<file path="src/rtl/edge_seek_pkg.sv">
package edge_seek_pkg;

    // Search phases of the controller.
    typedef enum logic [1:0] {
        SEEK_IDLE  = 2'd0,
        SEEK_PROBE = 2'd1,
        SEEK_STEP  = 2'd2
    } seek_state_e;

    // Three coarse probes make a three-bit pattern per lane.
    localparam int unsigned PAT_W  = 3;
    // Only the first two probe results need storage; the third arrives live.
    localparam int unsigned HIST_W = PAT_W - 1;

endpackage

</file>
<file path="src/rtl/edge_seek_classify.sv">
module edge_seek_classify #(
    parameter int unsigned DLY_W      = 10,
    parameter int unsigned PROBE_STEP = 26
) (
    input  logic [edge_seek_pkg::PAT_W-1:0] pat_i,
    input  logic [DLY_W-1:0]                base_i,
    output logic [DLY_W-1:0]                start_o,
    output logic                            backward_o
);
    localparam logic [DLY_W-1:0] OFS_ONE = DLY_W'(PROBE_STEP);
    localparam logic [DLY_W-1:0] OFS_TWO = DLY_W'(2 * PROBE_STEP);

    // MSB is the first probe. Low-at-the-end patterns are still before
    // the edge, so the search starts from the last low probe and goes up.
    always_comb begin
        start_o    = base_i;
        backward_o = 1'b0;
        case (pat_i)
            3'b000, 3'b100: start_o = base_i + OFS_TWO;
            3'b001, 3'b101: start_o = base_i + OFS_ONE;
            3'b010, 3'b011: start_o = base_i;
            default: begin
                start_o    = base_i;
                backward_o = 1'b1;
            end
        endcase
    end
endmodule

</file>
<file path="src/rtl/edge_seek_lane_step.sv">
module edge_seek_lane_step #(
    parameter int unsigned DLY_W = 10
) (
    input  logic             en_i,
    input  logic             backward_i,
    input  logic             bit_i,
    input  logic [DLY_W-1:0] dly_i,
    output logic             moved_o,
    output logic             uflow_o,
    output logic [DLY_W-1:0] dly_next_o
);
    // A lane keeps walking while it still sees the level before the edge.
    always_comb begin
        moved_o    = en_i & (backward_i ? bit_i : ~bit_i);
        uflow_o    = moved_o & backward_i & (dly_i == '0);
        dly_next_o = dly_i;
        if (moved_o && !uflow_o) begin
            dly_next_o = backward_i ? (dly_i - 1'b1) : (dly_i + 1'b1);
        end
    end
endmodule

</file>
<file path="src/rtl/edge_seek_iter_guard.sv">
module edge_seek_iter_guard #(
    parameter int unsigned ITER_LIMIT = 256
) (
    input  logic clk,
    input  logic rst_n,
    input  logic clear_i,
    input  logic tick_i,
    output logic last_o
);
    localparam int unsigned CNT_W = $clog2(ITER_LIMIT + 1);
    localparam logic [CNT_W-1:0] LAST_CNT = CNT_W'(ITER_LIMIT - 1);
    localparam logic [CNT_W-1:0] MAX_CNT  = CNT_W'(ITER_LIMIT);

    logic [CNT_W-1:0] cnt_d, cnt_q;

    always_comb begin
        cnt_d = cnt_q;
        if (clear_i) begin
            cnt_d = '0;
        end else if (tick_i && cnt_q != MAX_CNT) begin
            cnt_d = cnt_q + 1'b1;
        end
    end

    always_ff @(posedge clk or negedge rst_n) begin
        if (!rst_n) begin
            cnt_q <= '0;
        end else begin
            cnt_q <= cnt_d;
        end
    end

    // High when the current step sample is the ITER_LIMIT-th one.
    assign last_o = tick_i & (cnt_q == LAST_CNT);

    // the step counter never runs beyond the limit.
    assert_iter_bound_R7: assert property (@(posedge clk) disable iff (!rst_n)
        cnt_q <= MAX_CNT);
endmodule

</file>
<file path="src/rtl/edge_seek_ctrl.sv">
module edge_seek_ctrl #(
    parameter int unsigned NUM_LANES  = 4,
    parameter int unsigned DLY_W      = 10,
    parameter int unsigned PROBE_STEP = 26,
    parameter int unsigned ITER_LIMIT = 256
) (
    input  logic                       clk,
    input  logic                       rst_n,
    input  logic                       start_i,
    input  logic [NUM_LANES*DLY_W-1:0] base_dly_i,
    input  logic                       smp_ack_i,
    input  logic [NUM_LANES-1:0]       smp_bits_i,
    output logic [NUM_LANES*DLY_W-1:0] dly_o,
    output logic                       smp_req_o,
    output logic                       pre_req_o,
    output logic                       done_o,
    output logic                       busy_o,
    output logic                       err_timeout_o,
    output logic                       err_underflow_o
);
    import edge_seek_pkg::*;

    localparam logic [DLY_W-1:0] OFS_ONE    = DLY_W'(PROBE_STEP);
    localparam logic [DLY_W-1:0] OFS_TWO    = DLY_W'(2 * PROBE_STEP);
    localparam logic [1:0]       LAST_PROBE = 2'd2;

    typedef struct packed {
        seek_state_e                                st;
        logic [1:0]                                 probe;
        logic [NUM_LANES-1:0][DLY_W-1:0]            base;
        logic [NUM_LANES-1:0][DLY_W-1:0]            dly;
        logic [NUM_LANES-1:0][HIST_W-1:0]           hist;
        logic [NUM_LANES-1:0]                       back;
        logic                                       req;
        logic                                       pre;
        logic                                       done;
        logic                                       err_to;
        logic                                       err_uf;
    } seek_regs_t;

    seek_regs_t r_d, r_q;

    logic                              accept;
    logic                              step_ack;
    logic                              iter_last;
    logic [NUM_LANES-1:0][PAT_W-1:0]   pat_full;
    logic [NUM_LANES-1:0][DLY_W-1:0]   start_dly;
    logic [NUM_LANES-1:0]              start_back;
    logic [NUM_LANES-1:0][DLY_W-1:0]   step_dly;
    logic [NUM_LANES-1:0]              moved;
    logic [NUM_LANES-1:0]              uflow;
    logic [DLY_W-1:0]                  probe_ofs;

    assign accept    = (r_q.st == SEEK_IDLE) && start_i;
    assign step_ack  = (r_q.st == SEEK_STEP) && r_q.req && smp_ack_i;
    assign probe_ofs = (r_q.probe == 2'd0) ? OFS_ONE : OFS_TWO;

    for (genvar l = 0; l < NUM_LANES; l++) begin : g_lane
        // Third probe bit is used live in its acknowledge cycle.
        assign pat_full[l] = {r_q.hist[l], smp_bits_i[l]};

        edge_seek_classify #(
            .DLY_W      (DLY_W),
            .PROBE_STEP (PROBE_STEP)
        ) u_classify (
            .pat_i      (pat_full[l]),
            .base_i     (r_q.base[l]),
            .start_o    (start_dly[l]),
            .backward_o (start_back[l])
        );

        edge_seek_lane_step #(
            .DLY_W (DLY_W)
        ) u_step (
            .en_i       (step_ack),
            .backward_i (r_q.back[l]),
            .bit_i      (smp_bits_i[l]),
            .dly_i      (r_q.dly[l]),
            .moved_o    (moved[l]),
            .uflow_o    (uflow[l]),
            .dly_next_o (step_dly[l])
        );
    end

    edge_seek_iter_guard #(
        .ITER_LIMIT (ITER_LIMIT)
    ) u_guard (
        .clk     (clk),
        .rst_n   (rst_n),
        .clear_i (accept),
        .tick_i  (step_ack),
        .last_o  (iter_last)
    );

    always_comb begin
        r_d      = r_q;
        r_d.pre  = 1'b0;
        r_d.done = 1'b0;
        case (r_q.st)
            SEEK_IDLE: begin
                if (start_i) begin
                    r_d.st     = SEEK_PROBE;
                    r_d.probe  = 2'd0;
                    r_d.base   = base_dly_i;
                    r_d.dly    = base_dly_i;
                    r_d.hist   = '0;
                    r_d.back   = '0;
                    r_d.req    = 1'b0;
                    r_d.err_to = 1'b0;
                    r_d.err_uf = 1'b0;
                end
            end
            SEEK_PROBE: begin
                if (!r_q.req) begin
                    r_d.req = 1'b1;
                end else if (smp_ack_i) begin
                    r_d.req = 1'b0;
                    if (r_q.probe == LAST_PROBE) begin
                        r_d.dly  = start_dly;
                        r_d.back = start_back;
                        r_d.st   = SEEK_STEP;
                    end else begin
                        for (int l = 0; l < NUM_LANES; l++) begin
                            r_d.hist[l][~r_q.probe[0]] = smp_bits_i[l];
                            r_d.dly[l] = r_q.base[l] + probe_ofs;
                        end
                        r_d.probe = r_q.probe + 2'd1;
                    end
                end
            end
            SEEK_STEP: begin
                if (!r_q.req) begin
                    r_d.req = 1'b1;
                end else if (smp_ack_i) begin
                    r_d.req = 1'b0;
                    if (|uflow) begin
                        r_d.err_uf = 1'b1;
                        r_d.done   = 1'b1;
                        r_d.st     = SEEK_IDLE;
                    end else begin
                        r_d.dly = step_dly;
                        if (!(|moved)) begin
                            r_d.pre  = 1'b1;
                            r_d.done = 1'b1;
                            r_d.st   = SEEK_IDLE;
                        end else if (iter_last) begin
                            r_d.err_to = 1'b1;
                            r_d.done   = 1'b1;
                            r_d.st     = SEEK_IDLE;
                        end
                    end
                end
            end
            default: begin
                r_d.st  = SEEK_IDLE;
                r_d.req = 1'b0;
            end
        endcase
    end

    always_ff @(posedge clk or negedge rst_n) begin
        if (!rst_n) begin
            r_q    <= '0;
            r_q.st <= SEEK_IDLE;
        end else begin
            r_q <= r_d;
        end
    end

    assign dly_o           = r_q.dly;
    assign smp_req_o       = r_q.req;
    assign pre_req_o       = r_q.pre;
    assign done_o          = r_q.done;
    assign busy_o          = (r_q.st != SEEK_IDLE);
    assign err_timeout_o   = r_q.err_to;
    assign err_underflow_o = r_q.err_uf;

    // a consumed request is withdrawn on the next cycle.
    assert_req_withdrawn_R2: assert property (@(posedge clk) disable iff (!rst_n)
        (smp_req_o && smp_ack_i) |=> !smp_req_o);

    // delays are already settled when a request rises.
    assert_dly_before_req_R2: assert property (@(posedge clk) disable iff (!rst_n)
        $rose(smp_req_o) |-> $stable(dly_o));

    // requests only exist during a search.
    assert_req_in_search_R2: assert property (@(posedge clk) disable iff (!rst_n)
        smp_req_o |-> busy_o);

    // completion is a single-cycle pulse.
    assert_done_single_R6: assert property (@(posedge clk) disable iff (!rst_n)
        done_o |=> !done_o);

    // precharge accompanies only a clean finish.
    assert_pre_clean_R6: assert property (@(posedge clk) disable iff (!rst_n)
        pre_req_o |-> (done_o && !err_timeout_o && !err_underflow_o));

    // the two faults exclude each other.
    assert_err_exclusive_R8: assert property (@(posedge clk) disable iff (!rst_n)
        !(err_timeout_o && err_underflow_o));

    // an underflowing sample leaves every delay untouched.
    assert_uflow_hold_R8: assert property (@(posedge clk) disable iff (!rst_n)
        (step_ack && (|uflow)) |=> $stable(dly_o));

    for (genvar l = 0; l < NUM_LANES; l++) begin : g_chk
        // one step sample moves a lane by at most one unit.
        assert_unit_step_R5: assert property (@(posedge clk) disable iff (!rst_n)
            step_ack |=> (r_q.dly[l] == $past(r_q.dly[l]))
                      || (r_q.dly[l] == $past(r_q.dly[l]) + 1'b1)
                      || (r_q.dly[l] == $past(r_q.dly[l]) - 1'b1));
    end
endmodule

</file>
<file path="config.mk">
export PLATFORM = sky130hd
export DESIGN_NAME = edge_seek_ctrl
export DESIGN_NICKNAME = d
export VERILOG_FILES = /design/src/rtl/edge_seek_pkg.sv /design/src/rtl/edge_seek_classify.sv /design/src/rtl/edge_seek_lane_step.sv /design/src/rtl/edge_seek_iter_guard.sv /design/src/rtl/edge_seek_ctrl.sv
export SDC_FILE = /design/constraint.sdc
export NUM_CORES = 1
export LEC_CHECK = 0
export ABC_AREA = 1
export CORE_ASPECT_RATIO = 1.75
export CORE_UTILIZATION = 60
export CTS_CLUSTER_SIZE = 12
export DETAILED_ROUTE_END_ITERATION = 10
export PLACE_DENSITY = 0.87
export SLEW_MARGIN = 10
export SYNTH_ARGS = -nofsm -noshare
export SYNTH_HDL_FRONTEND = slang
export SYNTH_SLANG_ARGS = --single-unit
</file>
<file path="constraint.sdc">
create_clock -name clk -period 2.7 [get_ports clk]
set_input_delay 0.54 -clock clk [delete_from_list [all_inputs] [get_ports clk]]
set_output_delay 0.54 -clock clk [all_outputs]
set_load 0.005 [all_outputs]
</file>
==> metrics.txt <==
pin count of the biggest net entering global routing 51; startpoint types flip-flop; CTS tree yes; die width 101 um; CP Data Arrival Time 2.73 ns; Initial Util 61.1%; number of diodes 0; Syn Nets 1751; Ports 94; clock transition at the registers of the reported paths 0.08 ns; worst min-delay path category primary input to asynchronous set/reset pin; Final Hold Fails 0; Cell variety after synth 45; reg2reg end dly_o[39]; Leakage 6.09 nW; synth-to-layout area growth 12.3%; path depth of the worst reg2reg path 15; Syn Area/Cell 6.35 um2; Slew HR 62.0%; DR WL/cell 16.1 um; area of the core 0.0169 mm2; crit path launch r_q[97]; drt first pass iters 5; FMAX 0.412 GHz; Seq/Total Area, Yosys 26.6%; mapped cell area 0.0104 mm2; crit-path max FO 7; vias 11100; Die ar. 0.0178 mm2; outcome complete, no violations; most frequent cells in the layout 532 x nand2_1, 182 x inv_1, 151 x nand3_1; R2R setup slack 0.27 ns; antenna viol nets, final 0; root buf cell clkbuf_16; Max-Cap Viols 0; DRT iter0 DRCs 721; Post-CTS Repair Setup Buffers 0; number of port buffers 93; Yosys warnings 0; cts hold-fix bufs 0; hold_ws 0.0890 ns; latest clock arrival within the worst-skew pair 0.38 ns; H-tree level count 3; most common cell after layout, fill and taps aside nand2_1; critical path class flip-flop to flip-flop; post-layout util 68.7%; first-pass GRT wire length 50000 um; routability cong. 0.940; maximum vdd drop 0.000526 V; clock tree sinks 110; worst setup path endpoint dly_o[39]; minimum clock period 2.43 ns; Worst Tran Pin Value 0.571 ns; total track usage 35.9%; worst r2r src r_q[97]; vias in the first global route 10600; CP required 3.00 ns; CP endpoint kind flip-flop; drt drc 0; clk_skew 0.00972 ns; die height 176 um; register bit total from synthesis 110; setup TNS 0 ns; crit share post-route 89.9%; proportion of layout cells with a drive suffix above 1 5.58%; # resized after CTS 0; initial antenna violation count 0; row cnt 63; vias per cell 5.81; fin. max-slew vios 0; Final setup viols 0; Overflow after GRT 0; pwr/cell area 1090 mW/mm2; Cells after Synth 1633; CTS Buf Count 9; deepest clock path buffer count 2; detailed-placement wirelength estimate 23200 um; RSZ-0062 raised after global routing no; fin nets 1798; Total Routed Length 30800 um
[kinds of logic (layout without fill, tap and decap cells)]
| logic type | count (synthesis) | count (layout) | synth area share [%] |
|---|---|---|---|
| XOR/XNOR | 16 | 16 | 1.35 |
| flip-flops | 110 | 110 | 26.6 |
| AND/OR/NAND/NOR | 861 | 861 | 35.2 |
| AO/OA/AOI/OAI | 285 | 285 | 15.5 |
| adder cells (fa/ha/maj) | 70 | 70 | 9.03 |
| buffers and inverters | 291 | 343 | 12.4 |
[sequential cells by signal (all words and copies together), names as in the netlist]
register,flops
dly_o,40
done_o,1
err_timeout_o,1
err_underflow_o,1
pat_full,8
pre_req_o,1
r_q,48
smp_req_o,1
u_guard.cnt_q,9
[power breakdown]
part	internal, mW	switching (mW)
Sequential	2.31	1.01
Clock	0.751	0.694
Combinational	3.05	4.93
Total	6.11	6.63
[per-stage QoR]
| stage | std cells | power (mW) | setup slack, ns | cell area, um2 |
|---|---|---|---|---|
| 6_report | 1912 | 12.7 | 0.273 | 11600 |
| 5_1_grt | 1912 | 13.9 | 0.0582 | 11600 |
| 4_1_cts | 1912 | 12.6 | 0.334 | 11600 |
| 3_5_place_dp | 1896 | 11.1 | 0.168 | 11300 |
| 3_3_place_gp | 1896 | 10.9 | 0.225 | 11300 |
| 2_1_floorplan | 1633 | 8.93 | 0.391 | 10400 |
[synthesized netlist by cell type, drive strengths merged]
cell type  instances  area (um2)
xor2               6        52.6
a21oi             95         505
nor3              18        95.1
a22oi             15         113
ha                62         776
or2                3        18.8
o221ai             4        35.0
nor2             112         447
clkinv             1        3.75
o21bai             9        67.6
fa                 8         160
nand4             24         150
and2               2        12.5
nand2            540        2050
buf               64         433
a31oi              7        43.8
a21boi            12        90.1
a21o               3        22.5
nand3            157         838
nor4               5        31.3
clkbuf            25        93.8
dfrtp            110        2750
xnor2             10        87.6
o21a               4        30.0
o21ai            126         631
inv              201         754
o211ai             1        7.51
o22ai              9        56.3
[final cells by class]
cell class              instances  area, um2
multi-input cells            1232       6330
clock inverters                 6       71.3
flip-flops and latches        110       2750
well taps                     227        284
repair buffers                125       1210
clock buffers                  10        239
inverters                     202        758
fillers                      1528       5310
[worst min-delay path by stage]
stage | startpoint | end | slack [ns]
global placement | r_q[87] | r_q[87] | 0.46
floorplan | rst_n | dly_o[0] | 0.24
finish | rst_n | dly_o[29] | 0.09
CTS | rst_n | dly_o[29] | 0.1
global route | rst_n | dly_o[29] | 0.12
detailed placement | r_q[57] | r_q[57] | 0.47
[critical path, stage by stage (launching register included)]
cell	delay, ns
dfrtp_1	0.38
inv_1	0.12
ha_1	0.27
buf_4	0.19
nand2_1	0.06
inv_1	0.05
fa_1	0.43
nand3_1	0.11
nand2_1	0.09
nand2_1	0.09
nand3_1	0.07
nand3_1	0.09
nand3_1	0.12
nand2_1	0.09
nand2_1	0.05
a21boi_0	0.15
[routing by layer]
layer	global-route usage (%)	vias to the layer above	routed length [um]
met5	0	-	0
met4	24.9	0	2210
met3	5.25	155	1600
met2	63.0	447	15700
met1	39.0	5158	11300
li1	-	5358	-
Power figures use the tool's default switching activity.
